===== config.mk =====
export PLATFORM = sky130hd
export DESIGN_NAME = coremod_regfile
export DESIGN_NICKNAME = d
export VERILOG_FILES = /design/src/rtl/coremod_regfile.sv
export SDC_FILE = /design/constraint.sdc
export NUM_CORES = 1
export LEC_CHECK = 0
export ABC_AREA = 1
export BUFFER_PORTS_ARGS = -buffer_cell sky130_fd_sc_hd__buf_2
export CAP_MARGIN = 20
export CORE_AREA = 4 4 152 154
export DETAILED_ROUTE_END_ITERATION = 12
export DIE_AREA = 0 0 156 158
export MAX_ROUTING_LAYER = met4
export PLACE_DENSITY = 0.75
export REMOVE_ABC_BUFFERS = 1
export SKIP_LAST_GASP = 1
export SYNTH_ARGS = -nofsm -noshare
export SYNTH_HDL_FRONTEND = slang
export SYNTH_SLANG_ARGS = --single-unit

===== constraint.sdc =====
create_clock -name clk -period 4.1 [get_ports clk]
set_clock_uncertainty 0.1 [all_clocks]
set_input_delay 0.82 -clock clk [delete_from_list [all_inputs] [get_ports clk]]
set_output_delay 0.82 -clock clk [all_outputs]
set_load 0.02 [all_outputs]

===== src/rtl/coremod_regfile.sv =====
module coremod_regfile #(
  parameter int ADDR_W = 10,
  parameter int MEM_MB = 128
) (
  input  logic              clk,
  input  logic              rst_n,
  input  logic              bus_sel,
  input  logic              bus_wr,
  input  logic [ADDR_W-1:0] bus_addr,
  input  logic [31:0]       bus_wdata,
  output logic [31:0]       bus_rdata,
  output logic              led,
  output logic              remap,
  output logic              reset_req,
  output logic              irq,
  output logic              fiq
);
  localparam int IW = ADDR_W - 2;
  localparam logic [31:0] SIZE_CODE = (MEM_MB >= 256) ? 32'h10 :
                                      (MEM_MB >= 128) ? 32'h0C :
                                      (MEM_MB >= 64)  ? 32'h08 :
                                      (MEM_MB >= 32)  ? 32'h04 : 32'h0;
  localparam logic [7:0] SPD_SIZE = (MEM_MB >= 256) ? 8'd64 :
                                    (MEM_MB >= 128) ? 8'd32 :
                                    (MEM_MB >= 64)  ? 8'd16 :
                                    (MEM_MB >= 32)  ? 8'd4  : 8'd2;
  localparam logic [15:0] KEY = 16'hA05F;

  logic [IW-1:0] idx;
  logic          wr_en, rd_en, unlocked;
  logic [31:0]   osc_q, aux_q, sdram_q, init_q, flags_q, nvflags_q;
  logic [31:0]   irq_en_q, fiq_en_q;
  logic [15:0]   lock_q;
  logic          soft_q;
  logic [31:0]   level, rd_val;
  logic          unused_addr_lsb;

  assign idx             = bus_addr[ADDR_W-1:2];
  assign unused_addr_lsb = ^bus_addr[1:0];
  assign wr_en           = bus_sel & bus_wr;
  assign rd_en           = bus_sel & ~bus_wr;
  assign unlocked        = (lock_q == KEY);
  assign level           = {31'b0, soft_q};
  assign irq             = |(level & irq_en_q);
  assign fiq             = |(level & fiq_en_q);

  function automatic logic [7:0] spd_byte(input logic [4:0] n);
    case (n)
      5'd0:  spd_byte = 8'd128;
      5'd1:  spd_byte = 8'd8;
      5'd2:  spd_byte = 8'd4;
      5'd3:  spd_byte = 8'd11;
      5'd4:  spd_byte = 8'd9;
      5'd5:  spd_byte = 8'd1;
      5'd6:  spd_byte = 8'd64;
      5'd8:  spd_byte = 8'd2;
      5'd9:  spd_byte = 8'hA0;
      5'd10: spd_byte = 8'hA0;
      5'd13: spd_byte = 8'd8;
      5'd15: spd_byte = 8'd1;
      5'd16: spd_byte = 8'h0E;
      5'd17: spd_byte = 8'd4;
      5'd18: spd_byte = 8'h1C;
      5'd19: spd_byte = 8'd1;
      5'd20: spd_byte = 8'd2;
      5'd21: spd_byte = 8'h20;
      5'd22: spd_byte = 8'hC0;
      5'd27: spd_byte = 8'h30;
      5'd28: spd_byte = 8'h28;
      5'd29: spd_byte = 8'h30;
      5'd30: spd_byte = 8'h28;
      5'd31: spd_byte = SPD_SIZE;
      default: spd_byte = 8'h00;
    endcase
  endfunction

  always_ff @(posedge clk) begin
    if (!rst_n) begin
      osc_q     <= 32'h0100_0048;
      aux_q     <= 32'h0007_FEFF;
      sdram_q   <= 32'h0001_1122 | SIZE_CODE;
      init_q    <= 32'h0000_0112;
      lock_q    <= '0;
      led       <= 1'b0;
      remap     <= 1'b0;
      reset_req <= 1'b0;
      flags_q   <= '0;
      nvflags_q <= '0;
      irq_en_q  <= '0;
      fiq_en_q  <= '0;
      soft_q    <= 1'b0;
    end else begin
      reset_req <= 1'b0;
      if (wr_en) begin
        case (idx)
          IW'(2):  if (unlocked) osc_q <= bus_wdata;
          IW'(3):  begin
                     led       <= bus_wdata[0];
                     remap     <= bus_wdata[2];
                     reset_req <= bus_wdata[3];
                   end
          IW'(5):  lock_q    <= bus_wdata[15:0];
          IW'(7):  if (unlocked) aux_q <= bus_wdata;
          IW'(8):  sdram_q   <= bus_wdata;
          IW'(9):  init_q    <= bus_wdata;
          IW'(12): flags_q   <= flags_q | bus_wdata;
          IW'(13): flags_q   <= flags_q & ~bus_wdata;
          IW'(14): nvflags_q <= nvflags_q | bus_wdata;
          IW'(15): nvflags_q <= nvflags_q & ~bus_wdata;
          IW'(18): irq_en_q  <= irq_en_q | bus_wdata;
          IW'(19): irq_en_q  <= irq_en_q & ~bus_wdata;
          IW'(20): if (bus_wdata[0]) soft_q <= 1'b1;
          IW'(21): if (bus_wdata[0]) soft_q <= 1'b0;
          IW'(26): fiq_en_q  <= fiq_en_q | bus_wdata;
          IW'(27): fiq_en_q  <= fiq_en_q & ~bus_wdata;
          default: ;
        endcase
      end
    end
  end

  always_comb begin
    rd_val = '0;
    if (idx >= IW'(64) && idx < IW'(96)) begin
      rd_val = {24'b0, spd_byte(idx[4:0])};
    end else begin
      case (idx)
        IW'(0):  rd_val = 32'h411A_3001;
        IW'(2):  rd_val = osc_q;
        IW'(3):  rd_val = {29'b0, remap, 1'b0, led};
        IW'(4):  rd_val = 32'h0010_0000;
        IW'(5):  rd_val = {15'b0, unlocked, lock_q};
        IW'(7):  rd_val = aux_q;
        IW'(8):  rd_val = sdram_q;
        IW'(9):  rd_val = init_q;
        IW'(12): rd_val = flags_q;
        IW'(14): rd_val = nvflags_q;
        IW'(16): rd_val = level & irq_en_q;
        IW'(17): rd_val = level;
        IW'(18): rd_val = irq_en_q;
        IW'(20): rd_val = {31'b0, soft_q};
        IW'(24): rd_val = level & fiq_en_q;
        IW'(25): rd_val = level;
        IW'(26): rd_val = fiq_en_q;
        default: rd_val = '0;
      endcase
    end
  end

  assign bus_rdata = rd_en ? rd_val : 32'h0;
endmodule


==> Yosys cells after proc, flatten, opt, wreduce, memory -nomap -nowiden <==
Memories as Yosys holds them, arrays and structs flattened.
Index checks and enable logic that the tools add are counted.
{ "totals": {"ff_bits": 276, "rom_bits": 256, "wordCells": 86, "memories": 1} }
{ "mem_list": {"columns": ["name", "words", "word_bits", "rd", "rd_clocked_by_memory_dff", "write_ports", "line_no", "text"], "rows": [
  ["(name not given)", 32, 8, 1, 0, 0, "48", "case (n)"]
]} }
{ "op_classes": {"order_cmp": 2, "eq_ne": 24, "muxes": 10, "bitwise": 14, "n_reduce_logical": 22} }
{ "op_table": {"columns": ["operator", "count"], "rows": [
  ["case mux 32 bit (15 select lines)", 1],
  ["case mux 32 bit (2 select lines)", 4],
  ["AND 32 bit", 4],
  ["bitwise OR 32 bit", 4],
  ["== test 8 x 5 -> 1 bit, second input constant", 10],
  ["AND 1 x 32 -> 32 bit", 2],
  ["two-way mux 32 bit", 2],
  ["OR reduction 32 bit", 2],
  ["== test 8 x 4 -> 1 bit, second input constant", 6],
  ["inverter 32 bit", 1],
  ["== test 8 x 3 -> 1 bit, second input constant", 3],
  ["== test 16 bit, second input constant", 1],
  ["== test 8 x 2 -> 1 bit, second input constant", 2],
  ["AND reduction 2 bit", 8],
  ["nonzero test 2 bit", 5],
  ["AND reduction 3 bit", 3],
  [">= comparator 8 x 7 -> 1 bit, second input constant", 1],
  ["logical NOT 8 bit", 1],
  ["less-than comparator 8 x 7 -> 1 bit, second input constant", 1],
  ["!= test 2 bit, second input constant", 2],
  ["AND reduction 4 bit", 1],
  ["OR reduction 3 bit", 1],
  ["AND 1 bit", 2],
  ["two-way mux 1 bit", 2],
  ["3 further kinds", 3]
]} }

==> Longest topological paths before layout <==
Gate-level depths: netlist (run 1).
{ "depth": {"word_depth": 5, "depth_mapped": 14} }

==> Least setup slack after synthesis (run 1) <==
Ideal clock, no wire load.
{ "synth_timing": {"kind": "in2out", "startpoint": "input port bus_addr[2]", "endpoint": "output port bus_rdata[10]", "t_arrival_ns": 2.317, "required_time_ns": 3.180, "path_slack_ns": 0.863, "path_stages": 11, "path_buffers": 1, "path_cell_list": "inv_1 > ha_1 > inv_1 > nor2_4 > nand2_1 > inv_1 > buf_2 > nand2_1 > nand3_1 > nor2_1 > a21oi_1"} }
{ "synth_between": {"elab_chain_len": 5, "word_cells_on_any_way": 24} }
{ "synth_rtl": {"columns": ["element", "line_no", "text"], "rows": [
  ["start, declared", "9", "input logic [ADDR_W-1:0] bus_addr,"],
  ["== test 8 x 5 -> 1 bit", "127", "case (idx)"],
  ["OR reduction 3 bit (no line)", null, null],
  ["case mux 32 bit (15 select lines)", "127", null],
  ["two-way mux 32 bit *", "124", "if (idx >= IW'(64) && idx < IW'(96)) begin"],
  ["two-way mux 32 bit *", "150", "assign bus_rdata = rd_en ? rd_val : 32'h0;"],
  ["end, declared", "11", "output logic [31:0] bus_rdata,"]
]} }
Every way passes the cells marked *; elsewhere a longest branch is shown, timed or not.

==> Worst setup path after layout (run 1) <==
Same ends and word-level chain as after synthesis.

==> impl_summary.txt, run 1 <==
----------------------------------------------------
[Die]
  Width of the die ... 156 um
  I/O pin count ... 83
  Total number of placement rows ... 54
  Full die area ... 24,600 um2
  Core Footprint ... 21,700 um2
  Starting Density ... 0.597
  Die Height ... 158 um

[Placement]
  Routability congestion estimate from global placement ... 0.955
  Cells after DPL ... 2,177
  Number of buffers inserted by port buffering ... 80
  DP Wirelength ... 25.4 mm
  Setup slack at placement ... 0.409 ns

[Power and ir drop]
  Power density cells ... 391 nW/um2
  Largest vdd supply drop ... 0.000406 V
  Static power due to leakage ... 6.03 nW
  Proportion of power drawn by flip-flops and latches ... 0.466
  Share of total power consumed by net switching ... 0.224
  Fraction of power consumed by combinational cells ... 0.045
  Internal power ... 4.47 mW
  Power share of the clock group ... 0.488
  Net switching power ... 1.29 mW

[Worst setup path]
  Crit. End Element ... output port
  Kind of critical path ... in -> out
  Crit start category ... input pin
  Cell with the largest stage delay on the worst path ... sky130_fd_sc_hd__inv_1
  CP peak stage delay ... 0.37 ns
  Cell chain of the critical path ... buf_2, inv_1, ha_1, inv_1, nor2_4, nand2_1, inv_1, buf_4, nand2_1, nand3_1, nor2_1, a21oi_1, buf_2
  Crit path required time ... 3.18 ns
  Worst Path Max Fanout ... 9
  Worst EP arrival ... 2.80 ns
  Most used cell along the critical path ... sky130_fd_sc_hd__inv_1

[GRT]
  Largest net degree at the start of global routing ... 147
  Via count of the first global-routing pass ... 12.5k
  Initial antenna violation count ... 1
  Wire length of the first global-routing pass ... 67.9 mm
  Total overflow reported by the global router ... 0
  Overall global routing resource usage ... 0.355

[Yosys]
  Post-synth top area share ... 0.427
  Cell types with the largest area share after synthesis ... sky130_fd_sc_hd__dfxtp_1 43%, sky130_fd_sc_hd__nand2_1 13%, sky130_fd_sc_hd__nand3_1 9.7%, sky130_fd_sc_hd__a21oi_1 9.7%, sky130_fd_sc_hd__o21ai_0 6.6%
  Top cell types by occurrence after synthesis ... 446 x sky130_fd_sc_hd__nand2_1, 276 x sky130_fd_sc_hd__dfxtp_1, 252 x sky130_fd_sc_hd__nand3_1
  Most frequent cell after synthesis ... sky130_fd_sc_hd__nand2_1
  YS warnings ... 0
  Post-synth ARST share ... 0
  Cell accounting for the most synthesized area ... sky130_fd_sc_hd__dfxtp_1
  Number of distinct standard cells referenced by the synthesized netlist ... 33
  Mapped Area ... 12,900 um2
  Number of enable-type register cells in the synthesized netlist ... 0
  Sequential element share of the synthesized area ... 0.427
  Post-Syn Instances ... 1,903
  Number of flip-flops and latches in the synthesized netlist ... 276
  Dominant synthesized flop cell ... sky130_fd_sc_hd__dfxtp_1
  Post-synthesis average cell area ... 6.80 um2

[Timing]
  Minimum period implied by the final worst setup slack ... 3.72 ns
  Final critical-path setup slack ... 0.377 ns
  Final setup violation count ... 0
  Final Max Slew Viols ... 0
  Setup TNS Final ... 0 ns
  Setup repair after global routing missed its margin ... no
  Maximum clock frequency ... 269 MHz
  Period Utilization, post-route ... 0.908
  Endpoints failing hold ... 0
  Transition time of the tightest slew-check pin ... 0.780 ns
  Normalized max-slew margin ... 0.479

[Route]
  Via count of the routed design ... 13.7k
  Number of detailed-routing iterations run before antenna repair ... 6
  Routed Wire Length ... 43.8 mm
  Starting DRT DRC Count ... 1,339
  Vias/cell ... 6.12
  DR DRC count ... 0
  WL/cell ... 19.7 um
  Number of nets with antenna violations after routing ... 0

[Finish]
  Number of cells in the finished layout apart from fillers ... 2,230
  Layout net count ... 1,979
  Layout cells sized above 1 ... 0.108
  Final core utilization ... 0.678
  Layout Area Growth over Synthesis ... 13.7%

[Clock tree]
  Clock latency on the worst-skew pair ... 0.55 ns
  Post-CTS Resized ... 0
  Number of buffers inserted to repair setup after CTS ... 0
  Library cell used as clock root buffer ... sky130_fd_sc_hd__clkbuf_16
  Hold-fix buffers, CTS ... 0
  Clock-pin slew of the registers on the worst-case setup and hold paths ... 0.06 ns
  CTS H-tree lvls ... 1
  TritonCTS clock tree ... built
  Cts bufs inserted ... 29
  Number of buffers between clock root and the deepest sink ... 3
  CTS sink count ... 276

[Job]
  Number of violations of the max-capacitance limit ... 0

[Outcome]
  Status ... complete, no violations

[Min path]
  Class of the tightest hold or removal check ... reg -> reg

----------------------------------------------------
-- cells by family after synthesis --
logic type,after synthesis,share of synthesized area
and+or+nand+nor,933,0.310
AOI/OAI and AO/OA,451,0.181
DFF,276,0.427
adders and majority gates,5,0.00483
buffers and inverters,238,0.0765
-- cell type report --
cell class,count,area [um2]
Antenna cell,1,2.50
Clock buffer,45,886
Clock inverter,7,139
Fill cell,1920,6980
Inverter,99,374
Multi-Input combinational cell,1389,6470
Sequential cell,276,5530
Tap cell,280,350
Timing Repair Buffer,133,963
-- per-stage QoR --
stage	area [um2]	power [mW]	hold slack, ns
global route	14700	5.89	0.374
CTS	14700	5.76	0.361
global placement	13700	3.00	0.346
detailed placement	13700	3.00	0.354
floorplan	12300	2.85	0.330
finish	14700	5.76	0.360
-- critical path, delay by kind of cell --
| family | cells | cell delay (ns) |
|---|---|---|
| AO/OA/AOI/OAI | 1 | 0.14 |
| AND/OR/NAND/NOR | 5 | 0.43 |
| adder cells (fa/ha/maj) | 1 | 0.24 |
| buffers and inverters | 6 | 1.17 |
-- final timing paths --
kind | startpoint | to | slack, ns | depth (start not counted)
max reg2reg | lock_q[7] | aux_q[28] | 2.05 | 8
min reg2reg | flip-flop | flip-flop | 0.36 | 2
max | bus_addr[2] | bus_rdata[10] | 0.38 | 13
min | flip-flop | flip-flop | 0.36 | 2
-- placed cells by master, fill, tap and decap left out, types with 2 or more instances in the layout --
cell type	count
sky130_fd_sc_hd__nand2_1	446
sky130_fd_sc_hd__dfxtp_1	276
sky130_fd_sc_hd__nand3_1	252
sky130_fd_sc_hd__a21oi_1	250
sky130_fd_sc_hd__o21ai_0	171
sky130_fd_sc_hd__nor2_1	152
sky130_fd_sc_hd__inv_1	88
sky130_fd_sc_hd__buf_2	79
sky130_fd_sc_hd__nand4_1	53
sky130_fd_sc_hd__buf_4	41
sky130_fd_sc_hd__clkbuf_16	29
sky130_fd_sc_hd__o211ai_1	17
sky130_fd_sc_hd__buf_12	13
sky130_fd_sc_hd__clkbuf_8	10
sky130_fd_sc_hd__nor2_2	9
sky130_fd_sc_hd__nor3_1	8
sky130_fd_sc_hd__inv_2	7
sky130_fd_sc_hd__nor2_4	6
sky130_fd_sc_hd__clkbuf_1	6
sky130_fd_sc_hd__ha_1	5
sky130_fd_sc_hd__nand2_2	4
sky130_fd_sc_hd__a211oi_1	4
sky130_fd_sc_hd__bufinv_16	4
sky130_fd_sc_hd__clkinv_1	3
sky130_fd_sc_hd__clkinv_2	2
-- power groups by stage --
stage	combinational (mW)	sequential, mW	clock (mW)
floorplan	0.107	2.74	0
global placement	0.252	2.74	0
detailed placement	0.252	2.74	0
CTS	0.252	2.69	2.82
global route	0.279	2.68	2.93
finish	0.262	2.69	2.81
-- routing by layer --
layer | GRT usage | share of wire | vias to the layer above
met2 | 0.551 | 0.44 | 770
met5 | - | 0 | -
met1 | 0.483 | 0.42 | 6319
met3 | 0.0478 | 0.11 | 129
li1 | - | - | 6440
met4 | 0.115 | 0.032 | 0
(Power assumes the default switching activity.)
==> run 2: changes to the inputs <==
- CORE_AREA: 4 4 152 154 -> 4 4 175 177
- DIE_AREA: 0 0 156 158 -> 0 0 179 181
- PLACE_DENSITY: 0.75 -> 0.59
- clock period: 4.1 -> 3.85 ns (I/O delays scaled with it)
==> impl_summary.txt, run 2 (synthesis gave the netlist of run 1 again) <==
----------------------------------------------------
[Placement]
  Number of buffers inserted by port buffering ... 80 (unchanged)
  Routability congestion estimate from global placement ... 0.944 (-1.2%)
  DP Wirelength ... 27.3 mm (+7.1%)
  Setup slack at placement ... 0.289 ns (-0.120 ns)

[Timing]
  Period Utilization, post-route ... 0.937
  Setup repair after global routing missed its margin ... no
  Minimum hold slack ... 0.359 ns (-0.00135 ns)
  Minimum period implied by the final worst setup slack ... 3.61 ns
  Transition time of the tightest slew-check pin ... 0.852 ns (+0.0720 ns)
  Final Max Slew Viols ... 0 (unchanged)
  Final critical-path setup slack ... 0.243 ns (-0.135 ns)
  Maximum clock frequency ... 277 MHz
  Normalized max-slew margin ... 0.430 (-0.0488)
  Endpoints failing hold ... 0 (unchanged)
  Final setup violation count ... 0 (unchanged)

[Route]
  Starting DRT DRC Count ... 1,287 (-3.9%)
  Via count of the routed design ... 13.4k (-2.0%)
  Number of detailed-routing iterations run before antenna repair ... 5 (-1)
  Routed Wire Length ... 46.6 mm (+6.3%)
  Number of nets with antenna violations after routing ... 0 (unchanged)
  WL/cell ... 19.9 um (+1.0%)
  DR DRC count ... 0 (unchanged)
  Vias/cell ... 5.71 (-6.8%)

[Clock tree]
  Post-CTS Resized ... 0 (unchanged)
  Library cell used as clock root buffer ... sky130_fd_sc_hd__clkbuf_16
  Clock latency on the worst-skew pair ... 0.56 ns (about the same)
  Clock-pin slew of the registers on the worst-case setup and hold paths ... 0.06 ns (about the same)
  TritonCTS clock tree ... built
  CTS sink count ... 276 (unchanged)
  Hold-fix buffers, CTS ... 0 (unchanged)
  Number of buffers inserted to repair setup after CTS ... 0 (unchanged)
  CTS H-tree lvls ... 1 (unchanged)
  Number of buffers between clock root and the deepest sink ... 3 (unchanged)
  Cts bufs inserted ... 30 (+3.4%)

[GRT]
  Total overflow reported by the global router ... 0 (unchanged)
  Via count of the first global-routing pass ... 12.4k (-0.67%)
  Initial antenna violation count ... 3 (+2)
  Wire length of the first global-routing pass ... 71.4 mm (+5.2%)
  Largest net degree at the start of global routing ... 122 (-17%)
  Overall global routing resource usage ... 0.287 (-0.0679)

[Die]
  I/O pin count ... 83 (unchanged)
  Full die area ... 32,400 um2 (+31%)
  Starting Density ... 0.443 (-0.154)
  Die Height ... 181 um (+15%)
  Core Footprint ... 29,200 um2 (+35%)
  Width of the die ... 179 um (+15%)
  Total number of placement rows ... 63 (+17%)

[Worst setup path]
  Crit path required time ... 2.98 ns (-0.20 ns)
  Count of buffering cells on the critical path with inverters included ... 4 (-2)
  CP peak stage delay ... 0.34 ns (-0.03 ns)
  Most used cell along the critical path ... sky130_fd_sc_hd__buf_2
  Worst path depth ... 11 (-2)
  Launch instance of the worst register-to-register path ... lock_q[0]
  Launch point of the worst path ... bus_addr[2]
  Kind of critical path ... in -> out
  Worst Path Max Fanout ... 14 (+5)
  Reg-to-reg slack, setup ... 1.71 ns (-0.34 ns)
  R2R Path End ... osc_q[13]
  Critical Path Sink ... bus_rdata[11]
  Cell chain of the critical path ... buf_2, inv_1, ha_1, nand3_1, nor2_4, buf_12, nand2_1, o211ai_1, nor2_1, a21oi_1, buf_2
  CP top delay family ... buffers and inverters
  Length in cells of the worst reg-to-reg path ... 8 (unchanged)
  Cell with the largest stage delay on the worst path ... sky130_fd_sc_hd__nor2_4
  Crit start category ... input pin
  Crit. End Element ... output port
  Worst EP arrival ... 2.74 ns (-0.06 ns)

[Finish]
  Layout Area Growth over Synthesis ... 14.9%
  Filler cell count in the final layout ... 2,972 (+55%)
  Layout cells sized above 1 ... 0.113 (+0.00478)
  Top library cells by usage in the layout, fill and taps aside ... 446 x sky130_fd_sc_hd__nand2_1, 276 x sky130_fd_sc_hd__dfxtp_1, 250 x sky130_fd_sc_hd__nand3_1, 250 x sky130_fd_sc_hd__a21oi_1, 171 x sky130_fd_sc_hd__o21ai_0
  Most frequent standard cell in the layout excluding fill and tap cells ... sky130_fd_sc_hd__nand2_1
  Layout net count ... 1,984 (+0.25%)

[Outcome]
  Status ... complete, no violations

[Power and ir drop]
  Total power of the final layout ... 6.07 mW (+5.5%)
  Largest vdd supply drop ... 0.000370 V (-8.8%)
  Power density cells ... 408 nW/um2 (+4.3%)
  Static power due to leakage ... 6.05 nW (+0.42%)

[Min path]
  Class of the tightest hold or removal check ... reg -> reg

[Job]
  Number of violations of the max-capacitance limit ... 0 (unchanged)

----------------------------------------------------
==> run 2: through the flow <==
step | utilization | TNS (ns) | std cells | instance area [um2]
after floorplan | - | -41.48 | 1764 | 12300
after global placement | 0.474 | 0 | 2291 | 13900
after detailed placement | 0.474 | 0 | 2291 | 13900
after CTS | 0.508 | 0 | 2345 | 14900
after global routing | 0.509 | 0 | 2347 | 14900
final | 0.509 | 0 | 2347 | 14900
==> run 2: worst min path at each step <==
stage | from | endpoint | slack (ns) | cells after the start
2_1_floorplan | init_q[12] | init_q[12] | 0.33 | 2
4_1_cts | bus_wdata[0] | aux_q[0] | 0.35 | 3
3_3_place_gp | init_q[12] | init_q[12] | 0.35 | 2
3_5_place_dp | flip-flop | flip-flop | 0.35 | 2
6_report | flip-flop | flip-flop | 0.36 | 2
5_1_grt | flip-flop | flip-flop | 0.37 | 2
==> run 2: final cells by class <==
type                    instances  area [um2]  share of cell area
flip-flops and latches        276        5530               0.371
clock buffers                  48         960              0.0645
clock inverters                 6        55.1             0.00370
repair buffers                137         968              0.0651
well taps                     390         488              0.0328
multi-input cells            1389        6500               0.437
inverters                      99         374              0.0252
diodes                          2        5.00            0.000336
==> run 2: tightest hold or removal path: stages (launching register included) <==
cell                      delay, ns
sky130_fd_sc_hd__dfxtp_1       0.31
sky130_fd_sc_hd__nand2_1       0.06
sky130_fd_sc_hd__a21oi_1       0.05
==> run 2: metal layers <==
metal | vias to the layer above | part of all wire | global-route usage
li1 | 6443 | - | -
met1 | 6294 | 0.44 | 0.385
met2 | 574 | 0.45 | 0.449
met3 | 79 | 0.091 | 0.0557
met4 | 0 | 0.019 | 0.0675
met5 | - | 0 | -
==> run 2: report_power, final <==
part	switching, mW	total (mW)	internal [mW]
registers	0.00135	2.86	2.86
logic	0.222	0.285	0.0625
clock network	1.17	2.93	1.76
==> run 3: changes to the inputs <==
- CORE_AREA: 4 4 175 177 -> 4 4 160 162
- DIE_AREA: 0 0 179 181 -> 0 0 164 166
- PLACE_DENSITY: 0.59 -> 0.69
- REMOVE_ABC_BUFFERS: 1 -> not set
==> impl_summary.txt, run 3 (synthesis gave the netlist of run 1 again) <==
----------------------------------------------------
[Outcome]
  Status ... complete, no violations

[Die]
  Full die area ... 27,200 um2 (-16%)
  I/O pin count ... 83 (unchanged)
  Die Height ... 166 um (-8.3%)
  Core Footprint ... 24,100 um2 (-18%)
  Total number of placement rows ... 57 (-9.5%)
  Starting Density ... 0.537 (+0.0943)
  Width of the die ... 164 um (-8.4%)

[Route]
  DR DRC count ... 0 (unchanged)
  Number of nets with antenna violations after routing ... 0 (unchanged)
  WL/cell ... 19.7 um (-0.93%)
  Starting DRT DRC Count ... 1,581 (+23%)
  Vias/cell ... 5.97 (+4.6%)
  Via count of the routed design ... 13.6k (+1.8%)
  Routed Wire Length ... 44.9 mm (-3.6%)
  Number of detailed-routing iterations run before antenna repair ... 8 (+3)

[Clock tree]
  Hold-fix buffers, CTS ... 0 (unchanged)
  Clock-pin slew of the registers on the worst-case setup and hold paths ... 0.06 ns (about the same)
  Cts bufs inserted ... 30 (unchanged)
  Post-CTS Resized ... 0 (unchanged)
  CTS H-tree lvls ... 1 (unchanged)
  Number of buffers inserted to repair setup after CTS ... 0 (unchanged)
  Library cell used as clock root buffer ... sky130_fd_sc_hd__clkbuf_16
  CTS sink count ... 276 (unchanged)
  Number of buffers between clock root and the deepest sink ... 3 (unchanged)
  TritonCTS clock tree ... built
  Clock latency on the worst-skew pair ... 0.56 ns (about the same)

[GRT]
  Via count of the first global-routing pass ... 12.8k (+3.3%)
  Overall global routing resource usage ... 0.333 (+0.0459)
  Total overflow reported by the global router ... 0 (unchanged)
  Initial antenna violation count ... 3 (unchanged)
  Largest net degree at the start of global routing ... 73 (-40%)
  Wire length of the first global-routing pass ... 70.9 mm (-0.65%)

[Worst setup path]
  R2R Path End ... aux_q[9]
  Reg-to-reg slack, setup ... 1.69 ns (-0.02 ns)
  Crit path required time ... 2.98 ns (about the same)
  Crit start category ... input pin
  Length in cells of the worst reg-to-reg path ... 8 (unchanged)
  Kind of critical path ... in -> out
  Worst EP arrival ... 2.78 ns (+0.04 ns)
  Crit. End Element ... output port
  Launch instance of the worst register-to-register path ... lock_q[12]
  Worst Path Max Fanout ... 15 (+1)

[Timing]
  Final setup violation count ... 0 (unchanged)
  Final critical-path setup slack ... 0.195 ns (-0.0473 ns)
  Setup repair after global routing missed its margin ... no
  Minimum period implied by the final worst setup slack ... 3.65 ns (+0.0473 ns)
  Final Max Slew Viols ... 0 (unchanged)
  Transition time of the tightest slew-check pin ... 0.908 ns (+0.0553 ns)
  Maximum clock frequency ... 274 MHz (-1.3%)
  Endpoints failing hold ... 0 (unchanged)
  Setup TNS Final ... 0 ns (unchanged)
  Normalized max-slew margin ... 0.394 (-0.0362)
  Period Utilization, post-route ... 0.949 (+0.0123)

[Finish]
  Top library cells by usage in the layout, fill and taps aside ... 446 x sky130_fd_sc_hd__nand2_1, 276 x sky130_fd_sc_hd__dfxtp_1, 252 x sky130_fd_sc_hd__nand3_1
  Post-route standard cell area excluding fillers ... 14,800 um2 (-0.24%)
  Layout net count ... 1,985 (+0.050%)
  Layout cells sized above 1 ... 0.112 (-0.000627)
  Layout Area Growth over Synthesis ... 14.7%
  Final core utilization ... 0.616 (+0.107)
  Filler cell count in the final layout ... 2,324 (-22%)
  Most frequent standard cell in the layout excluding fill and tap cells ... sky130_fd_sc_hd__nand2_1

[Power and ir drop]
  Largest vdd supply drop ... 0.000349 V (-5.7%)
  Power density cells ... 417 nW/um2 (+2.0%)
  Total power of the final layout ... 6.18 mW (+1.8%)
  Static power due to leakage ... 6.07 nW (+0.34%)

[Min path]
  Class of the tightest hold or removal check ... reg -> reg
  Worst hold path cell count ... 2 (unchanged)

[Yosys]
  Synth Net Count ... 1,954

[Placement]
  Setup slack at placement ... 0.228 ns (-0.0607 ns)
  Post-detailed-placement cell area ... 13,800 um2 (-0.54%)
  Routability congestion estimate from global placement ... 0.912 (-3.4%)
  Number of buffers inserted by port buffering ... 80 (unchanged)
  DP Wirelength ... 27.2 mm (-0.33%)

[Job]
  Number of violations of the max-capacitance limit ... 0 (unchanged)

----------------------------------------------------
run 3: changes by cell type in the layout (fill, tap and decap cells not counted), sizes merged:
cell,change
bufinv,+1
diode,+1
inv,+1
clkinv,-1
buf,+1
run 3: routing by layer:
metal / vias to the layer above / GRT usage / routed length (um)
met4: 0 / 0.0945 / 1140
met5: - / - / 0
met3: 91 / 0.0759 / 5030
met2: 688 / 0.490 / 19600
li1: 6459 / - / -
met1: 6388 / 0.461 / 19100
run 3: worst max path at each step:
| stage | from | to | slack, ns |
|---|---|---|---|
| floorplan | bus_addr[2] | bus_rdata[10] | 0.71 |
| global placement | bus_addr[2] | bus_rdata[9] | 0.22 |
| detailed placement | bus_addr[2] | bus_rdata[9] | 0.23 |
| CTS | bus_addr[2] | bus_rdata[9] | 0.22 |
| global route | bus_addr[2] | bus_rdata[8] | 0.1 |
| finish | bus_addr[2] | bus_rdata[9] | 0.20 |
run 3: power by group:
group | switching [mW] | leakage (nW) | internal, mW
Clock | 1.20 | 0.523 | 1.83
Combinational | 0.223 | 3.33 | 0.0630
Sequential | 0.00139 | 2.22 | 2.86
Total | 1.43 | 6.07 | 4.75
run 3: final cells by class:
cell class	instances	area (um2)	area share
flip-flops and latches	276	5530	0.372
clock buffers	48	960	0.0647
repair buffers	138	1000	0.0675
well taps	324	405	0.0273
clock inverters	7	92.6	0.00624
inverters	99	374	0.0252
diodes	3	7.51	0.000506
multi-input cells	1389	6470	0.436
run 3: metrics by stage:
stage               hold WS (ns)  cells
floorplan                  0.331   1903
global placement           0.346   2226
detailed placement         0.350   2226
CTS                        0.350   2281
global route               0.372   2284
finish                     0.358   2284
run 3: worst max-delay path: stages:
cell and delay, ns:
sky130_fd_sc_hd__buf_2 0.12, sky130_fd_sc_hd__inv_1 0.09, sky130_fd_sc_hd__ha_1 0.31, sky130_fd_sc_hd__inv_1 0.12, sky130_fd_sc_hd__nor2_4 0.13, sky130_fd_sc_hd__nand2_1 0.17
sky130_fd_sc_hd__inv_1 0.17, sky130_fd_sc_hd__buf_12 0.19, sky130_fd_sc_hd__nand2_1 0.06, sky130_fd_sc_hd__nand3_1 0.07, sky130_fd_sc_hd__nor2_1 0.05, sky130_fd_sc_hd__a21oi_1 0.27
sky130_fd_sc_hd__buf_2 0.24
